`src/rtl/msgm_pkg.sv`:
```
package msgm_pkg;
  parameter int SRC_W = 4;
  parameter int TAG_W = 8;
  parameter int HDL_W = 16;

  typedef struct packed {
    logic [SRC_W-1:0] src;
    logic [TAG_W-1:0] tag;
    logic [HDL_W-1:0] hdl;
  } msg_t;
endpackage

```
`src/rtl/msgm_table.sv`:
```
// Arrival-ordered message store; index 0 is always the oldest entry.
module msgm_table
  import msgm_pkg::*;
#(
  parameter int DEPTH = 8,
  localparam int IDX_W = $clog2(DEPTH),
  localparam int CNT_W = $clog2(DEPTH + 1)
) (
  input  logic                  clk,
  input  logic                  rst_n,
  input  logic                  push,
  input  msg_t                  push_msg,
  input  logic                  pop,
  input  logic [IDX_W-1:0]      pop_idx,
  output msg_t [DEPTH-1:0]      ents,
  output logic [CNT_W-1:0]      cnt,
  output logic                  full
);
  msg_t [DEPTH-1:0] ents_q, ents_n;
  logic [CNT_W-1:0] cnt_q, cnt_n, cnt_a;
  logic             ents_en;

  always_comb begin
    ents_n = ents_q;
    cnt_a  = cnt_q;
    if (pop) begin
      for (int i = 0; i < DEPTH - 1; i++) begin
        if (IDX_W'(i) >= pop_idx) ents_n[i] = ents_q[i+1];
      end
      cnt_a = cnt_q - CNT_W'(1);
    end
    for (int i = 0; i < DEPTH; i++) begin
      if (push && (CNT_W'(i) == cnt_a)) ents_n[i] = push_msg;
    end
    cnt_n   = cnt_a + CNT_W'(push);
    ents_en = push | pop;
  end

  always_ff @(posedge clk or negedge rst_n) begin
    if (!rst_n) cnt_q <= '0;
    else if (ents_en) cnt_q <= cnt_n;
  end

  always_ff @(posedge clk) begin
    if (ents_en) ents_q <= ents_n;
  end

  assign ents = ents_q;
  assign cnt  = cnt_q;
  assign full = (cnt_q == CNT_W'(DEPTH));
endmodule

```
`src/rtl/msgm_match.sv`:
```
// Compares every live entry with the request and picks the lowest (oldest) index that fits.
module msgm_match
  import msgm_pkg::*;
#(
  parameter int DEPTH = 8,
  localparam int IDX_W = $clog2(DEPTH),
  localparam int CNT_W = $clog2(DEPTH + 1)
) (
  input  msg_t [DEPTH-1:0]  ents,
  input  logic [CNT_W-1:0]  cnt,
  input  logic [SRC_W-1:0]  want_src,
  input  logic              any_src,
  input  logic [TAG_W-1:0]  want_tag,
  input  logic              any_tag,
  output logic              hit,
  output logic [IDX_W-1:0]  idx
);
  logic [DEPTH-1:0] fit;

  for (genvar g = 0; g < DEPTH; g++) begin : g_cmp
    logic live, src_ok, tag_ok;
    assign live   = (CNT_W'(g) < cnt);
    assign src_ok = any_src | (ents[g].src == want_src);
    assign tag_ok = any_tag | (ents[g].tag == want_tag);
    assign fit[g] = live & src_ok & tag_ok;
  end

  always_comb begin
    idx = '0;
    for (int i = DEPTH - 1; i >= 0; i--) begin
      if (fit[i]) idx = IDX_W'(i);
    end
    hit = |fit;
  end
endmodule

```
`src/rtl/msg_rx_matcher.sv`:
```
module msg_rx_matcher
  import msgm_pkg::*;
#(
  parameter int DEPTH = 8,
  localparam int IDX_W = $clog2(DEPTH),
  localparam int CNT_W = $clog2(DEPTH + 1)
) (
  input  logic             clk,
  input  logic             rst_n,
  input  logic             msg_valid,
  output logic             msg_ready,
  input  logic [SRC_W-1:0] msg_src,
  input  logic [TAG_W-1:0] msg_tag,
  input  logic [HDL_W-1:0] msg_hdl,
  input  logic             rcv_req,
  output logic             rcv_ready,
  input  logic             rcv_block,
  input  logic [SRC_W-1:0] rcv_src,
  input  logic             rcv_any_src,
  input  logic [TAG_W-1:0] rcv_tag,
  input  logic             rcv_any_tag,
  output logic             done_vld,
  output logic             done_hit,
  output logic [SRC_W-1:0] done_src,
  output logic [TAG_W-1:0] done_tag,
  output logic [HDL_W-1:0] done_hdl
);
  msg_t [DEPTH-1:0] ents;
  logic [CNT_W-1:0] cnt;
  logic             full;
  logic             push, pop;
  msg_t             in_msg;

  // pending receive
  logic             pend_vld_q, pend_vld_n;
  logic             pend_blk_q;
  logic [SRC_W-1:0] pend_src_q;
  logic             pend_any_src_q;
  logic [TAG_W-1:0] pend_tag_q;
  logic             pend_any_tag_q;
  logic             accept, finish;

  logic             m_hit;
  logic [IDX_W-1:0] m_idx;
  msg_t             sel;

  logic             done_vld_n, done_hit_n;
  msg_t             done_msg_q, done_msg_n;

  assign in_msg = '{src: msg_src, tag: msg_tag, hdl: msg_hdl};
  assign push   = msg_valid & ~full;

  msgm_table #(.DEPTH(DEPTH)) u_table (
    .clk      (clk),
    .rst_n    (rst_n),
    .push     (push),
    .push_msg (in_msg),
    .pop      (pop),
    .pop_idx  (m_idx),
    .ents     (ents),
    .cnt      (cnt),
    .full     (full)
  );

  msgm_match #(.DEPTH(DEPTH)) u_match (
    .ents     (ents),
    .cnt      (cnt),
    .want_src (pend_src_q),
    .any_src  (pend_any_src_q),
    .want_tag (pend_tag_q),
    .any_tag  (pend_any_tag_q),
    .hit      (m_hit),
    .idx      (m_idx)
  );

  always_comb begin
    accept     = rcv_req & ~pend_vld_q;
    finish     = pend_vld_q & (m_hit | ~pend_blk_q);
    pop        = finish & m_hit;
    sel        = ents[m_idx];
    pend_vld_n = pend_vld_q;
    if (accept)      pend_vld_n = 1'b1;
    else if (finish) pend_vld_n = 1'b0;
    done_vld_n = finish;
    done_hit_n = pop;
    done_msg_n = pop ? sel : '0;
  end

  always_ff @(posedge clk or negedge rst_n) begin
    if (!rst_n) begin
      pend_vld_q <= 1'b0;
      done_vld   <= 1'b0;
      done_hit   <= 1'b0;
    end else begin
      pend_vld_q <= pend_vld_n;
      done_vld   <= done_vld_n;
      done_hit   <= done_hit_n;
    end
  end

  always_ff @(posedge clk) begin
    if (accept) begin
      pend_blk_q     <= rcv_block;
      pend_src_q     <= rcv_src;
      pend_any_src_q <= rcv_any_src;
      pend_tag_q     <= rcv_tag;
      pend_any_tag_q <= rcv_any_tag;
    end
    if (finish) done_msg_q <= done_msg_n;
  end

  assign msg_ready = ~full;
  assign rcv_ready = ~pend_vld_q;
  assign done_src  = done_msg_q.src;
  assign done_tag  = done_msg_q.tag;
  assign done_hdl  = done_msg_q.hdl;
endmodule

```
`config.mk`:
```
export PLATFORM = sky130hd
export DESIGN_NAME = msg_rx_matcher
export DESIGN_NICKNAME = d
export VERILOG_FILES = /design/src/rtl/msgm_pkg.sv /design/src/rtl/msgm_table.sv /design/src/rtl/msgm_match.sv /design/src/rtl/msg_rx_matcher.sv
export SDC_FILE = /design/constraint.sdc
export NUM_CORES = 1
export LEC_CHECK = 0
export BUFFER_PORTS_ARGS = -buffer_cell sky130_fd_sc_hd__buf_2
export CORE_MARGIN = 2
export CORE_UTILIZATION = 62
export CTS_BUF_LIST = sky130_fd_sc_hd__clkbuf_16
export DETAILED_ROUTE_END_ITERATION = 6
export GPL_TIMING_DRIVEN = 0
export PLACE_DENSITY = 0.81
export SLEW_MARGIN = 5
export SYNTH_ARGS = -nofsm -noshare
export SYNTH_HDL_FRONTEND = slang
export SYNTH_SLANG_ARGS = --single-unit
```
`constraint.sdc`:
```
create_clock -name clk -period 6.1 [get_ports clk]
set_input_delay 0.61 -clock clk [delete_from_list [all_inputs] [get_ports clk]]
set_output_delay 0.61 -clock clk [all_outputs]
set_load 0.01 [all_outputs]
```
==> results.cfg, run 1 <==
[routing]
wirelength_um = 37100
first_pass_iters = 6
avgViaCountPerCell = 6.41
wire_per_inst_um = 25.6
antenna_left = 0
num_vias = 9292
drcViolationCount = 0
drtIter0Drc = 1157

[cells_and_area]
utilization = 0.718
final_cells = 1450
final_cell_mix = edfxtp_1 (267), mux2_2 (263), buf_2 (98), xor2_1 (76), a21oi_1 (66)
areaGrowthSynthToFinish_pct = 13.2
mostFrequentLayoutCell = edfxtp_1
drive_gt1_frac = 0.401
nFillCells = 1530
nets = 1167

[setup_path]
end_kind = flop
cp-start-kind = flop
path_cells = clkbuf_1 > inv_1 > ha_1 > clkbuf_1 > nand2_1 > o21ai_0 > o32ai_4 > a2111oi_4 > nand2b_4 > buf_2 > buf_1 > xnor2_1 > ha_1 > inv_1 > a2111oi_0 > a31oi_1 > mux2i_1 > xnor2_1
critPathLaunch = u_table.cnt[0]
cpPeakStageDelay_ns = 0.62
critPathRequiredTime_ns = 6.56
worstPathArrival_ns = 5.36
regToRegStartpoint = u_table.cnt[0]
worst_path_max_delay_cell = buf_1
cp_max_fo = 10
critPathKind = reg -> reg

[clock_tree]
cts_tree = yes
path_clk_slew_ns = 0.06
insertion_delay_ns = 0.55
cts_max_path_buffers = 3
root_buffer = clkbuf_16
clock_sinks = 274
cts_buffers = 28
htreeDepth = 1

[status]
outcome = completed

[power_and_ir_drop]
irDropWorstVdd_v = 0.000339
powerDensity_nw_per_um2 = 493
p_int_mw = 5.23
swShare = 0.351
p_seq_frac = 0.402
p_clk_frac = 0.202
power_switching_mw = 2.83
share_comb_of_total_power = 0.397
p_leak_nw = 5.90

[run]
cap_violations = 0

[timing]
hold_ws_ns = 0.234
maxSlewViolCount = 0
period_needed_ns = 4.90
rsz0062_at_grt = false
setup_viol_count_final = 0
timing.final.crit_share = 0.803
relSlewSlack = 0.361
skew_ns = 0.0183
fmax_mhz = 204
tightest_slew_ns = 0.958
setup_ws_ns = 1.20
hold_viol = 0

[synthesis]
synth_adder_area_share = 0.00433
synth_xor_xnor_area_share = 0.0600
yosys_most_used_dff = edfxtp_1
synth_simple_gate_area_frac = 0.0333
ys_types = 55
synth_top_family_by_area = multiplexers
synth_edf_count = 267
postSynthAreaPerCell_sq_um = 14.5
synth_compound_gate_area_share = 0.0644
synth_area_sq_um = 14400
synthCells = 998
ys_async_sr_fraction = 0.0255
synth-seq-cells = 274
synthMuxAreaShare = 0.241
ys_seq_area_frac = 0.567
yosysWarnings = 0
synth_fp_nets = 1050

[die]
row_count = 55
die_w_um = 157
initial_utilization = 0.634
dieArea_sq_um = 24500
io_pins = 79
die_h_um = 157
core_area_sq_um = 22800

[global_route]
antenna_found_initial = 0
overflow = 0
grt_pass1_vias = 9045
grt_pass1_wl_um = 54800
grt_usage = 0.303
grt_max_degree = 29

[hold_path]
holdCritPathClass = in -> reg
min-delay-start = rcv_tag[1]

[placement]
dp_hpwl_um = 24300
finalWeightedCongestion = 0.921
preCtsSetupSlack_ns = 1.38
port_buffers = 78
placed_cells = 1397
==> Yosys cell counts, drive strengths merged, types with 5 or more instances <==
cell type	count	share of area
xnor2	23	0.014
nor4	21	0.010
edfxtp	267	0.56
dfrtp	7	0.012
inv	12	0.0031
nor3	5	0.0017
clkbuf	21	0.0055
mux2i	28	0.019
ha	5	0.0043
a21oi	67	0.023
nand2	10	0.0026
xor2	76	0.046
o21ai	9	0.0031
buf	45	0.021
o22ai	6	0.0030
mux2	281	0.22
a22oi	27	0.014
nor2	36	0.0094
==> critical path, delay by kind of cell, from the launching register on <==
kind | cells | cell delay (ns)
buf+inv | 6 | 1.60
compound gates | 5 | 1.53
flops | 1 | 0.41
fa+ha+maj | 2 | 0.40
simple gates | 2 | 0.37
xor+xnor | 2 | 0.33
mux | 1 | 0.19
==> state kept, by name (all words and copies together), names as in the netlist, 4 cells and up <==
register,flops
done_hdl,16
done_src,4
u_table.cnt,4
pend_src_q,4
u_table.ents,224
pend_tag_q,8
done_tag,8
==> worst paths after layout <==
check                                    end  slack [ns]  cells past startpoint
hold reg to reg            u_table.ents[152]        0.57                      1
hold / removal                 pend_tag_q[1]        0.23                      1
setup reg to reg              u_table.cnt[3]        1.20                     18
max in group asynchronous           done_vld        5.47                      2
min in group asynchronous         pend_vld_q        0.44                      2
setup / recovery              u_table.cnt[3]        1.20                     18
==> per-stage QoR <==
| stage | TNS (ns) | cell area [sq um] | power, mW |
|---|---|---|---|
| after floorplan | 0 | 14400 | 5.32 |
| after global placement | -83.26 | 15200 | 6.22 |
| after detailed placement | 0 | 15500 | 6.38 |
| after CTS | 0 | 16300 | 8.01 |
| after global routing | 0 | 16300 | 8.36 |
| final | 0 | 16300 | 8.06 |
==> logic make-up (layout without fill, tap and decap cells) <==
group | after synthesis | after routing
DFF | 274 | 274
and+or+nand+nor | 92 | 92
AOI/OAI and AO/OA | 140 | 140
buffers and inverters | 79 | 217
muxes | 309 | 309
adders and majority gates | 5 | 5
xor gates and xnor gates | 99 | 99
other | 0 | 1
==> final cells by class <==
cell class                      instances  area (sq um)  share of cell area
Antenna cell                            1          2.50            0.000153
Buffer                                 66           382              0.0233
Clock buffer                           28           701              0.0429
Clock inverter                         23           161             0.00988
Inverter                               13          48.8             0.00299
Multi-Input combinational cell        645          5880               0.360
Sequential cell                       274          8190               0.501
Tap cell                              313           392              0.0240
Timing Repair Buffer                   87           586              0.0358
==> repair_timing <==
action | 4_1_cts | 5_1_grt
setup buffers | 0 | 0
hold buffers | 1 | 0
resized for setup | 0 | 0
endpoints found under the setup margin | 0 | 0
endpoints found under the hold margin | 7 | 0
==> metal layers <==
| layer | track usage | share of wire | vias up |
|---|---|---|---|
| met4 | 0.107 | 0.035 | 0 |
| met2 | 0.471 | 0.46 | 505 |
| met3 | 0.0526 | 0.089 | 93 |
| met1 | 0.434 | 0.42 | 4618 |
| li1 | - | - | 4076 |
| met5 | 0 | 0 | - |
==> power groups by stage <==
stage	combinational [mW]	sequential (mW)	clock [mW]
after global routing	3.36	3.29	1.70
after CTS	3.15	3.23	1.64
after floorplan	2.11	3.21	0
final	3.20	3.24	1.62
after detailed placement	3.12	3.26	0
after global placement	2.93	3.29	0
Note: power is estimated with default switching activity, not from simulation.
==> run 2: changes to the inputs <==
==> constraint.sdc (replaced) <==
create_clock -name clk -period 4.99 [get_ports clk]
set_input_delay 0.499 -clock clk [delete_from_list [all_inputs] [get_ports clk]]
set_output_delay 0.499 -clock clk [all_outputs]
set_load 0.01 [all_outputs]
==> run 2 against run 1 <==
Effect of this change:
- critical path depth shrank 2
- sequential share of layout area fell by 0.36 points
- core utilization grew 0.52 points
- wire length up 1.3%
- global-route usage is 0.79 points higher
- die area unchanged
- sequential power increased by 22%
- via count down 0.24%
- combinational power grew 23%
- power grew 25%
- setup slack worse by 0.92 ns
- non-clock buffer count is 2 higher
- highest routed layer unchanged
==> results.cfg, run 2 (same netlist as run 1, synthesis figures left out) <==
[timing]
timing.final.crit_share = 0.943
setup_ws_ns = 0.287
rsz0062_at_grt = false
tns_ns = 0
period_needed_ns = 4.70
fmax_mhz = 213
hold_viol = 0
relSlewSlack = 0.399
setup_viol_count_final = 0
hold_ws_ns = 0.122
skew_ns = 0.0162
tightest_slew_ns = 0.902
maxSlewViolCount = 0

[global_route]
grt_pass1_wl_um = 56100
grt_max_degree = 29
antenna_found_initial = 2
grt_pass1_vias = 9471
overflow = 0
grt_usage = 0.311

[die]
row_count = 55
core_area_sq_um = 22800
io_pins = 79
dieArea_sq_um = 24500
die_w_um = 157
initial_utilization = 0.634
die_h_um = 157

[hold_path]
holdCritPathClass = in -> reg
hold_depth = 1
min-delay-start = rcv_tag[5]
min_to = pend_tag_q[5]

[setup_path]
critPathLaunch = u_table.cnt[0]
critPathRequiredTime_ns = 5.23
cp-start-kind = flop
cp_max_fo = 20
r2r_end = u_table.ents[142]
regToRegStartpoint = u_table.cnt[0]
worstPathArrival_ns = 4.95
end_kind = flop
reg2reg_slack_ns = 0.29
r2r_cells = 16
critPathKind = reg -> reg

[routing]
drcViolationCount = 0
first_pass_iters = 5
num_vias = 9270
antenna_left = 0
avgViaCountPerCell = 6.37
wirelength_um = 37600
drtIter0Drc = 915
wire_per_inst_um = 25.8

[power_and_ir_drop]
p_clk_frac = 0.213
powerDensity_nw_per_um2 = 610
p_leak_nw = 5.96
p_int_mw = 6.55
swShare = 0.348
share_comb_of_total_power = 0.393
power_switching_mw = 3.49
p_seq_frac = 0.394
irDropWorstVdd_v = 0.000344

[clock_tree]
clock_sinks = 274
cts_max_path_buffers = 3
cts_tree = yes
htreeDepth = 1
insertion_delay_ns = 0.56
cts_buffers = 29
path_clk_slew_ns = 0.06
root_buffer = clkbuf_16

[cells_and_area]
areaGrowthSynthToFinish_pct = 14.0
nets = 1170
drive_gt1_frac = 0.407
mostFrequentLayoutCell = edfxtp_1
largest_register_ff_count = 224
final_cells = 1456
final_cell_mix = edfxtp_1 (267), mux2_2 (263), buf_2 (97), xor2_1 (76), a21oi_1 (66)
fin_area_sq_um = 16500

[placement]
dp_hpwl_um = 24800
port_buffers = 78
dpl-instance-area_sq_um = 15500
placed_cells = 1397
finalWeightedCongestion = 0.938
preCtsSetupSlack_ns = 0.178

[run]
cap_violations = 0

[status]
outcome = completed
[run 2: cell count changes in the layout (fill, tap and decap cells not counted), sizes merged]
cell           change
bufinv             +2
clkdlybuf4s15      +1
buf                -1
clkbuf             +3
diode              +1
[run 2: repair_timing]
item / in CTS / in global routing
hold endpoints to repair: 7 / 0
endpoints found under the setup margin: 0 / 106
buffers inserted: 0 / 2
hold buffers: 1 / 0
gates resized for setup: 0 / 6
[run 2: worst max path at each step]
stage / end / slack [ns] / cells after the start
floorplan: u_table.ents[112] / 0.66 / 13
global placement: u_table.ents[121] / -1.67 / 13
detailed placement: u_table.ents[32] / 0.18 / 16
CTS: u_table.ents[42] / 0.13 / 16
global route: u_table.ents[42] / 0.01 / 16
finish: u_table.ents[142] / 0.29 / 16
[run 2: area by class of cell]
class,instances,area (sq um)
Tap cell,313,392
Buffer,66,392
Fill cell,1508,6310
Inverter,13,48.8
Multi-Input combinational cell,645,5900
Clock buffer,29,726
Antenna cell,2,5.00
Sequential cell,274,8190
Clock inverter,25,218
Timing Repair Buffer,89,593
[run 2: critical path, stage by stage, from the launching register on]
cell       delay (ns)
dfrtp_1          0.40
clkbuf_1         0.31
inv_1            0.17
ha_1             0.22
clkbuf_1         0.20
nor2b_1          0.28
inv_1            0.12
a21oi_1          0.21
o2bb2ai_1        0.31
a2111oi_4        0.11
nand2b_4         0.20
a21oi_2          0.29
and4_1           0.28
buf_2            0.32
clkbuf_4         0.37
o21bai_4         0.31
buf_12           0.26
[run 2: metrics by stage]
step           utilization  power, mW
2_1_floorplan            -       6.50
3_3_place_gp         0.668       7.59
3_5_place_dp         0.679       7.82
4_1_cts              0.721       9.98
5_1_grt              0.723       10.4
6_report             0.723       10.0
[run 2: metal layers]
layer	wire length, um	global-route usage	share of wire
met1	15500	0.422	0.41
met2	17400	0.496	0.46
met3	3420	0.0667	0.091
met4	1270	0.117	0.034
met5	0	0	0
[run 2: power groups by stage]
| stage | logic, mW | clock network [mW] | registers [mW] |
|---|---|---|---|
| 4_1_cts | 3.86 | 2.16 | 3.95 |
| 3_5_place_dp | 3.83 | 0 | 3.99 |
| 2_1_floorplan | 2.58 | 0 | 3.92 |
| 3_3_place_gp | 3.58 | 0 | 4.01 |
| 6_report | 3.95 | 2.14 | 3.96 |
| 5_1_grt | 4.17 | 2.24 | 4.03 |
